**config.mk**
```make
export PLATFORM = sky130hd
export DESIGN_NAME = nic_regbank
export DESIGN_NICKNAME = d
export VERILOG_FILES = /design/src/rtl/nic_regbank_pkg.sv /design/src/rtl/nic_cfg_reg.sv /design/src/rtl/nic_irq_ctrl.sv /design/src/rtl/nic_cmd_ctrl.sv /design/src/rtl/nic_regbank.sv
export SDC_FILE = /design/constraint.sdc
export NUM_CORES = 1
export LEC_CHECK = 0
export BUFFER_PORTS_ARGS = -buffer_cell sky130_fd_sc_hd__buf_2
export CORE_MARGIN = 5
export CORE_UTILIZATION = 55
export DETAILED_ROUTE_END_ITERATION = 8
export GPL_TIMING_DRIVEN = 1
export HOLD_SLACK_MARGIN = 0.03
export PLACE_DENSITY = 0.78
export SLEW_MARGIN = 15
export SYNTH_ARGS = -nofsm -noshare
export SYNTH_HDL_FRONTEND = slang
export SYNTH_SLANG_ARGS = --single-unit
```
**constraint.sdc**
```tcl
create_clock -name clk_i -period 1.8 [get_ports clk_i]
set_input_delay 0 -clock clk_i [delete_from_list [all_inputs] [get_ports clk_i]]
set_output_delay 0 -clock clk_i [all_outputs]
set_load 0.01 [all_outputs]
```
**src/rtl/nic_regbank_pkg.sv**
```systemverilog
package nic_regbank_pkg;
  localparam int DW = 16;
  localparam int AW = 6;
  localparam int CW = 10;

  localparam logic [AW-1:0] A_CMD   = 6'h00;
  localparam logic [AW-1:0] A_IMASK = 6'h04;
  localparam logic [AW-1:0] A_ISTAT = 6'h05;
  localparam logic [AW-1:0] A_REV   = 6'h3F;

  localparam int C_HALT   = 0;
  localparam int C_TX     = 1;
  localparam int C_RXOFF  = 2;
  localparam int C_RXON   = 3;
  localparam int C_TSTOP  = 4;
  localparam int C_TSTART = 5;
  localparam int C_SRST   = 7;
  localparam int C_RDRES  = 8;
  localparam int C_LDTAB  = 9;

  localparam logic [CW-1:0] CMD_WMASK = 10'h3BF;
  localparam logic [CW-1:0] CMD_DONE  = 10'h303;  // engine-owned bits
  localparam logic [CW-1:0] CMD_RST   = 10'h094;
  localparam logic [DW-1:0] IMASK_WM  = 16'h7FFF;
  localparam logic [DW-1:0] REV_VAL   = 16'h0004;

  // generic config slots
  localparam int NCFG = 13;
  localparam logic [AW-1:0] CFG_ADDR [NCFG] = '{
    6'h01, 6'h14, 6'h02, 6'h03, 6'h08, 6'h09, 6'h0A, 6'h0B,
    6'h0C, 6'h0D, 6'h10, 6'h11, 6'h12};
  localparam logic [DW-1:0] CFG_WMASK [NCFG] = '{
    16'hBFFF, 16'hF017, 16'hFFE0, 16'hF000, 16'hFFFE, 16'hFFFE, 16'hFFFE,
    16'hFFFE, 16'hFFFF, 16'hFFFF, 16'hFFFF, 16'hFFFF, 16'hFFFF};
  localparam logic [DW-1:0] CFG_RSTV [NCFG] = '{
    16'h0000, 16'h0000, 16'h0000, 16'h0000, 16'h0000, 16'h0000, 16'h0000,
    16'h0000, 16'h02F8, 16'h0000, 16'h0000, 16'h0000, 16'h0000};
  localparam logic [NCFG-1:0] CFG_LOCK = 13'b0000000000011;  // slot i -> bit i
  localparam logic [NCFG-1:0] CFG_INV  = 13'b1110000000000;
endpackage

```
**src/rtl/nic_cfg_reg.sv**
```systemverilog
module nic_cfg_reg
  import nic_regbank_pkg::*;
#(
  parameter logic [DW-1:0] WMASK   = '1,
  parameter logic [DW-1:0] RST_VAL = '0,
  parameter bit            INVERT  = 1'b0,
  parameter bit            LOCKED  = 1'b0
) (
  input  logic          clk_i,
  input  logic          rst_ni,
  input  logic          we_i,
  input  logic          unlock_i,
  input  logic [DW-1:0] wdata_i,
  output logic [DW-1:0] q_o
);
  logic          wr_ok;
  logic [DW-1:0] wval;

  assign wr_ok = we_i && (!LOCKED || unlock_i);

  generate
    if (INVERT) begin : g_inv
      assign wval = ~wdata_i & WMASK;
    end else begin : g_plain
      assign wval = wdata_i & WMASK;
    end
  endgenerate

  always_ff @(posedge clk_i or negedge rst_ni) begin
    if (!rst_ni)    q_o <= RST_VAL;
    else if (wr_ok) q_o <= wval;
  end

  generate
    if (LOCKED) begin : g_lock_chk
      // writes outside soft reset leave the register untouched
      a_r10_locked: assert property (@(posedge clk_i) disable iff (!rst_ni)
        (we_i && !unlock_i) |=> $stable(q_o));
    end
  endgenerate
endmodule

```
**src/rtl/nic_irq_ctrl.sv**
```systemverilog
module nic_irq_ctrl
  import nic_regbank_pkg::*;
(
  input  logic          clk_i,
  input  logic          rst_ni,
  input  logic          mask_we_i,
  input  logic          stat_we_i,
  input  logic [DW-1:0] wdata_i,
  input  logic [DW-1:0] set_i,
  output logic [DW-1:0] mask_o,
  output logic [DW-1:0] stat_o,
  output logic          irq_o
);
  logic [DW-1:0] clr;

  assign clr = stat_we_i ? (wdata_i & stat_o) : '0;

  always_ff @(posedge clk_i or negedge rst_ni) begin
    if (!rst_ni) begin
      mask_o <= '0;
      stat_o <= '0;
    end else begin
      if (mask_we_i) mask_o <= wdata_i & IMASK_WM;
      stat_o <= (stat_o & ~clr) | set_i;
    end
  end

  assign irq_o = |(mask_o & stat_o);

  a_r3_w1c: assert property (@(posedge clk_i) disable iff (!rst_ni)
    (stat_we_i && set_i == '0) |=> ((stat_o & $past(wdata_i)) == '0));
  a_r3_set_wins: assert property (@(posedge clk_i) disable iff (!rst_ni)
    (set_i != '0) |=> ((stat_o & $past(set_i)) == $past(set_i)));
  a_r4_mask_top: assert property (@(posedge clk_i) disable iff (!rst_ni)
    mask_we_i |=> !mask_o[DW-1]);
endmodule

```
**src/rtl/nic_cmd_ctrl.sv**
```systemverilog
module nic_cmd_ctrl
  import nic_regbank_pkg::*;
(
  input  logic          clk_i,
  input  logic          rst_ni,
  input  logic          we_i,
  input  logic [CW-1:0] wdata_i,
  input  logic [CW-1:0] done_i,
  output logic [CW-1:0] cmd_o,
  output logic [CW-1:0] pulse_o
);
  logic [CW-1:0] acc, nxt, pls;
  logic          sticky_exit;

  assign acc         = wdata_i & CMD_WMASK;
  assign sticky_exit = cmd_o[C_SRST] && !wdata_i[C_SRST];

  always_comb begin
    nxt = cmd_o;
    pls = '0;
    if (we_i) begin
      if (sticky_exit) begin
        nxt[C_SRST] = 1'b0;
      end else begin
        nxt = nxt | acc;
        if (acc[C_RXOFF])  nxt[C_RXON]   = 1'b0;
        if (acc[C_RXON])   nxt[C_RXOFF]  = 1'b0;
        if (acc[C_TSTOP])  nxt[C_TSTART] = 1'b0;
        if (acc[C_TSTART]) nxt[C_TSTOP]  = 1'b0;
        pls = acc;
        pls[C_SRST] = 1'b0;
        if (acc[C_SRST]) begin
          nxt = nxt & ~CMD_DONE;
          nxt[C_SRST]  = 1'b1;
          nxt[C_RXOFF] = 1'b1;
          pls = pls & ~CMD_DONE;
        end
      end
    end
    nxt = nxt & ~(done_i & CMD_DONE);
  end

  always_ff @(posedge clk_i or negedge rst_ni) begin
    if (!rst_ni) begin
      cmd_o   <= CMD_RST;
      pulse_o <= '0;
    end else begin
      cmd_o   <= nxt;
      pulse_o <= pls;
    end
  end

  a_r5_pulse_after_write: assert property (@(posedge clk_i) disable iff (!rst_ni)
    (pulse_o != '0) |-> $past(we_i));
  a_r6_sticky_exit: assert property (@(posedge clk_i) disable iff (!rst_ni)
    (we_i && cmd_o[C_SRST] && !wdata_i[C_SRST]) |=> (pulse_o == '0 && !cmd_o[C_SRST]));
  a_r7_soft_reset: assert property (@(posedge clk_i) disable iff (!rst_ni)
    (we_i && wdata_i[C_SRST]) |=>
      (cmd_o[C_SRST] && cmd_o[C_RXOFF] && (pulse_o & CMD_DONE) == '0));
  a_r8_rx_on: assert property (@(posedge clk_i) disable iff (!rst_ni)
    (we_i && !sticky_exit && wdata_i[C_RXON] && !wdata_i[C_RXOFF] && !wdata_i[C_SRST])
      |=> (cmd_o[C_RXON] && !cmd_o[C_RXOFF]));
endmodule

```
**src/rtl/nic_regbank.sv**
```systemverilog
module nic_regbank
  import nic_regbank_pkg::*;
(
  input  logic          clk_i,
  input  logic          rst_ni,
  input  logic          wr_en_i,
  input  logic [AW-1:0] addr_i,
  input  logic [DW-1:0] wdata_i,
  output logic [DW-1:0] rdata_o,
  input  logic [DW-1:0] evt_set_i,
  input  logic [CW-1:0] done_i,
  output logic [CW-1:0] pulse_o,
  output logic          irq_o
);
  logic [CW-1:0] cmd_q;
  logic [DW-1:0] mask_q, stat_q;
  logic [DW-1:0] cfg_q [NCFG];

  nic_cmd_ctrl u_cmd (
    .clk_i   (clk_i),
    .rst_ni  (rst_ni),
    .we_i    (wr_en_i && addr_i == A_CMD),
    .wdata_i (wdata_i[CW-1:0]),
    .done_i  (done_i),
    .cmd_o   (cmd_q),
    .pulse_o (pulse_o)
  );

  nic_irq_ctrl u_irq (
    .clk_i     (clk_i),
    .rst_ni    (rst_ni),
    .mask_we_i (wr_en_i && addr_i == A_IMASK),
    .stat_we_i (wr_en_i && addr_i == A_ISTAT),
    .wdata_i   (wdata_i),
    .set_i     (evt_set_i),
    .mask_o    (mask_q),
    .stat_o    (stat_q),
    .irq_o     (irq_o)
  );

  for (genvar g = 0; g < NCFG; g++) begin : g_cfg
    nic_cfg_reg #(
      .WMASK   (CFG_WMASK[g]),
      .RST_VAL (CFG_RSTV[g]),
      .INVERT  (CFG_INV[g]),
      .LOCKED  (CFG_LOCK[g])
    ) u_reg (
      .clk_i    (clk_i),
      .rst_ni   (rst_ni),
      .we_i     (wr_en_i && addr_i == CFG_ADDR[g]),
      .unlock_i (cmd_q[C_SRST]),
      .wdata_i  (wdata_i),
      .q_o      (cfg_q[g])
    );
  end

  always_comb begin
    rdata_o = '0;
    unique case (addr_i)
      A_CMD:   rdata_o = {{(DW-CW){1'b0}}, cmd_q};
      A_IMASK: rdata_o = mask_q;
      A_ISTAT: rdata_o = stat_q;
      A_REV:   rdata_o = REV_VAL;
      default: begin
        for (int i = 0; i < NCFG; i++)
          if (addr_i == CFG_ADDR[i]) rdata_o = cfg_q[i];
      end
    endcase
  end

  a_r2_irq_drop: assert property (@(posedge clk_i) disable iff (!rst_ni)
    (wr_en_i && addr_i == A_IMASK && wdata_i == '0 && evt_set_i == '0) |=> !irq_o);
endmodule

```
==> metrics.md <==
| Metric | Value |
|---|---|
| Status | finished with violations |
| Failing checks | setup timing |
| Reg2Reg Launch Point | u_cmd.cmd_o[7]$_DFFE_PN1P_ |
| Slew Viols, Final | 0 |
| Worst vdd ir | a little under 0.0008 V |
| FP Rows | 50 |
| Crit path DAT | roughly 2.6 ns |
| Final Hold Fails | 0 |
| Post-route ant nets | 0 |
| WHS | approximately 0.022 ns |
| Worst Setup Slack, final | -0.828 ns |
| Worst Path Required | ~1.8 ns |
| Critical path peak fanout | 2 |
| Chip height | 149 um |
| CTS tree | built |
| Worst Skew | around 0.0073 ns |
| Clk Latency, worst-skew pair | 0.52 ns |
| Die area | between 20000 and 25000 um^2 |
| DR vias | about 9000 |
| Top post-synthesis cells by count | 217 x dfrtp_1, 134 x mux2_2, 116 x nand2_1 |
| Post-synth EDFFs | 0 |
| Leading cell type by number of instances after synthesis | dfrtp_1 |
| Slew @ Worst Pin | 0.502 ns |
| Avg Inst Size Synth | between 10 and 15 um^2 |
| Global-route wire length before repair | between 50 and 60 mm |
| Port Buf Inserts | 69 |
| Synth area leaders | dfrtp_1 51%, mux2_2 14%, nand2_1 4.1%, o21ai_0 4.1%, dfstp_2 2.2% |
| CTS Sinks | between 200 and 250 |
| Worst slew margin | around two thirds |
| Share of layout cells above drive strength 1 | 42.4% |
| Post-synthesis sequential area ratio | a little over half |
| Reg2reg path depth | 3 |
| Cell count after synthesis | around 940 |
| Primary FF master, synth | dfrtp_1 |
| Final setup fails | 13 |
| Synth cell types | 69 |
| Synthesized flop and latch total | about 230 |
| GR Util All Layers | 30.3% |
| Synth area leader | dfrtp_1 |
| Yosys warnings | 0 |
| RSZ-0062 raised after global routing | yes |
| H-tree depth | 1 |
| Worst hold path type | in2async |
| Netlist area before placement | about 11000 um^2 |
| Worst setup path class | reg2out |
| Drt total wl | roughly 34 mm |
| Vias in the first global route | 8939 |
| Worst Setup Start Kind | flop |
| Post-DR vias/cell | between 6 and 7 |
| Post-DP Area | around 12000 um^2 |
| Final Cycle Share | 146% |
| Crit path from | g_cfg[3].u_reg.q_o[15]$_DFFE_PN0P_ |
| Detailed Place HPWL | ~23 mm |
| Clk pin slew, worst setup/hold paths | approximately 0.060 ns |
| Root buf cell | clkbuf_16 |
| Clock tree buffer depth | 3 |
| Achievable clock frequency | about 380 MHz |
| Static leakage | approximately 6.4 nW |
| Drt drc | 0 |
| RD Place Congestion | just over 0.9 |
| Drt first pass iters | 8 |
| Ys async rst share | 100% |
| PwrDens | approximately 880 nW/um^2 |
| Initial core utilization | a little under three fifths |
| Pin count of the biggest net entering global routing | between 60 and 70 |
| Initial antenna violation count | 0 |
| NumNets Final | approximately 1200 |
| Critical Path End Type | primary output |
| Final instance area | roughly 14000 um^2 |
| Period minus WS final | between 2 and 3 ns |
| Core Area | 18800 um^2 |
| 1st-iter DRT viols | 798 |
| P&R area growth vs syn | 31.2% |
| WL/cell | ~24 um |
| Post-synth top area share | 51.3% |
| Gr ovfl total | 0 |
| Max-Cap Viols | 0 |
| Total CTS buffers | 24 |
| # IOs | approximately 80 |
| N_diodes | 0 |
| Die X | 149 um |
## worst paths after layout
kind	to	slack (ns)
min in group clk_i	u_irq.mask_o[7]$_DFFE_PN0P_	0.15
max in group asynchronous	g_cfg[8].u_reg.q_o[7]$_DFFE_PN1P_	1.05
max	rdata_o[15]	-0.83
min reg2reg	g_cfg[10].u_reg.q_o[3]$_DFFE_PN0P_	0.48
min	g_cfg[10].u_reg.q_o[11]$_DFFE_PN0P_	0.02
max reg2reg	g_cfg[0].u_reg.q_o[13]$_DFFE_PN0P_	0.28
## per-stage QoR
| stage | power, mW | TNS [ns] | std cells | setup WS (ns) | util [%] |
|---|---|---|---|---|---|
| 6_report | 12.3 | -2.60 | 1441 | -0.828 | 73.8 |
| 5_1_grt | 12.7 | -3.33 | 1441 | -0.902 | 73.8 |
| 4_1_cts | 12.2 | -2.44 | 1426 | -0.763 | 72.1 |
| 3_5_place_dp | 7.38 | -15.79 | 1339 | -0.347 | 64.7 |
| 3_3_place_gp | 7.29 | -11.14 | 1339 | -0.341 | 64.7 |
| 2_1_floorplan | 6.72 | 0 | 936 | 0.127 | - |
## critical path, cell delays in order (launching register included)
cell and delay (ns):
dfrtp_1 0.38, mux2_2 0.27, a22o_1 0.18, a222oi_1 0.45, a211oi_1 0.12, a2111oi_1 0.32, buf_4 0.18, o21ai_1 0.07
buf_2 0.15
## final cells by class
| class | count | area [um^2] |
|---|---|---|
| Clock buffer | 39 | 738 |
| Clock inverter | 3 | 15.0 |
| Fill cell | 1214 | 4940 |
| Inverter | 5 | 21.3 |
| Multi-Input combinational cell | 634 | 4870 |
| Sequential cell | 226 | 5670 |
| Tap cell | 260 | 325 |
| Timing Repair Buffer | 274 | 2250 |
## sequential cells by signal (all words and copies together) (netlist names)
register,count
u_irq.stat_o,16
g_cfg.u_reg.q_o,178
u_irq.mask_o,15
u_cmd.pulse_o,8
u_cmd.cmd_o,9
## layout by cell type (no fill, tap or decap), types with 9 or more instances in the layout
master and instances:
a22oi_1 15, mux2_2 133, buf_6 9, nor2_1 23, a21oi_1 26, dlygate4sd3_1 37, dfrtp_1 217, buf_12 15
o22ai_1 10, clkbuf_16 26, nand2_1 112, a21o_1 17, dfstp_2 9, a22oi_2 10, and2_1 9, o21ai_0 78
buf_2 63, buf_4 144
## report_power, final
group          switching (mW)  leakage [nW]  internal, mW
registers               0.353          2.93          5.63
clock network            1.99         0.372          2.78
logic                   0.789          3.13         0.744
## layer usage
metal	GRT usage [%]	up-vias	part of all wire, %
met5	0	-	0
met2	47.2	461	46
met4	11.7	0	4.2
met3	6.47	104	8.8
met1	42.0	4515	41
li1	-	3882	-
## logic make-up after synthesis
family,share of synthesized area (%)
AO/OA/AOI/OAI,16.0
flip-flops,53.5
multiplexers,15.6
AND/OR/NAND/NOR,11.3
buffers and inverters,3.53
other,0.0354
## timing repair
| item | CTS | global route |
|---|---|---|
| gates resized for setup | 51 | 47 |
| cloned | 1 | 1 |
| endpoints found under the setup margin | 17 | 17 |
| endpoints found under the hold margin | 410 | 0 |
| pin swaps | 29 | 23 |
| setup buffers | 8 | 14 |
| hold buffers | 37 | 0 |
Note: power is estimated with default switching activity, not from simulation.
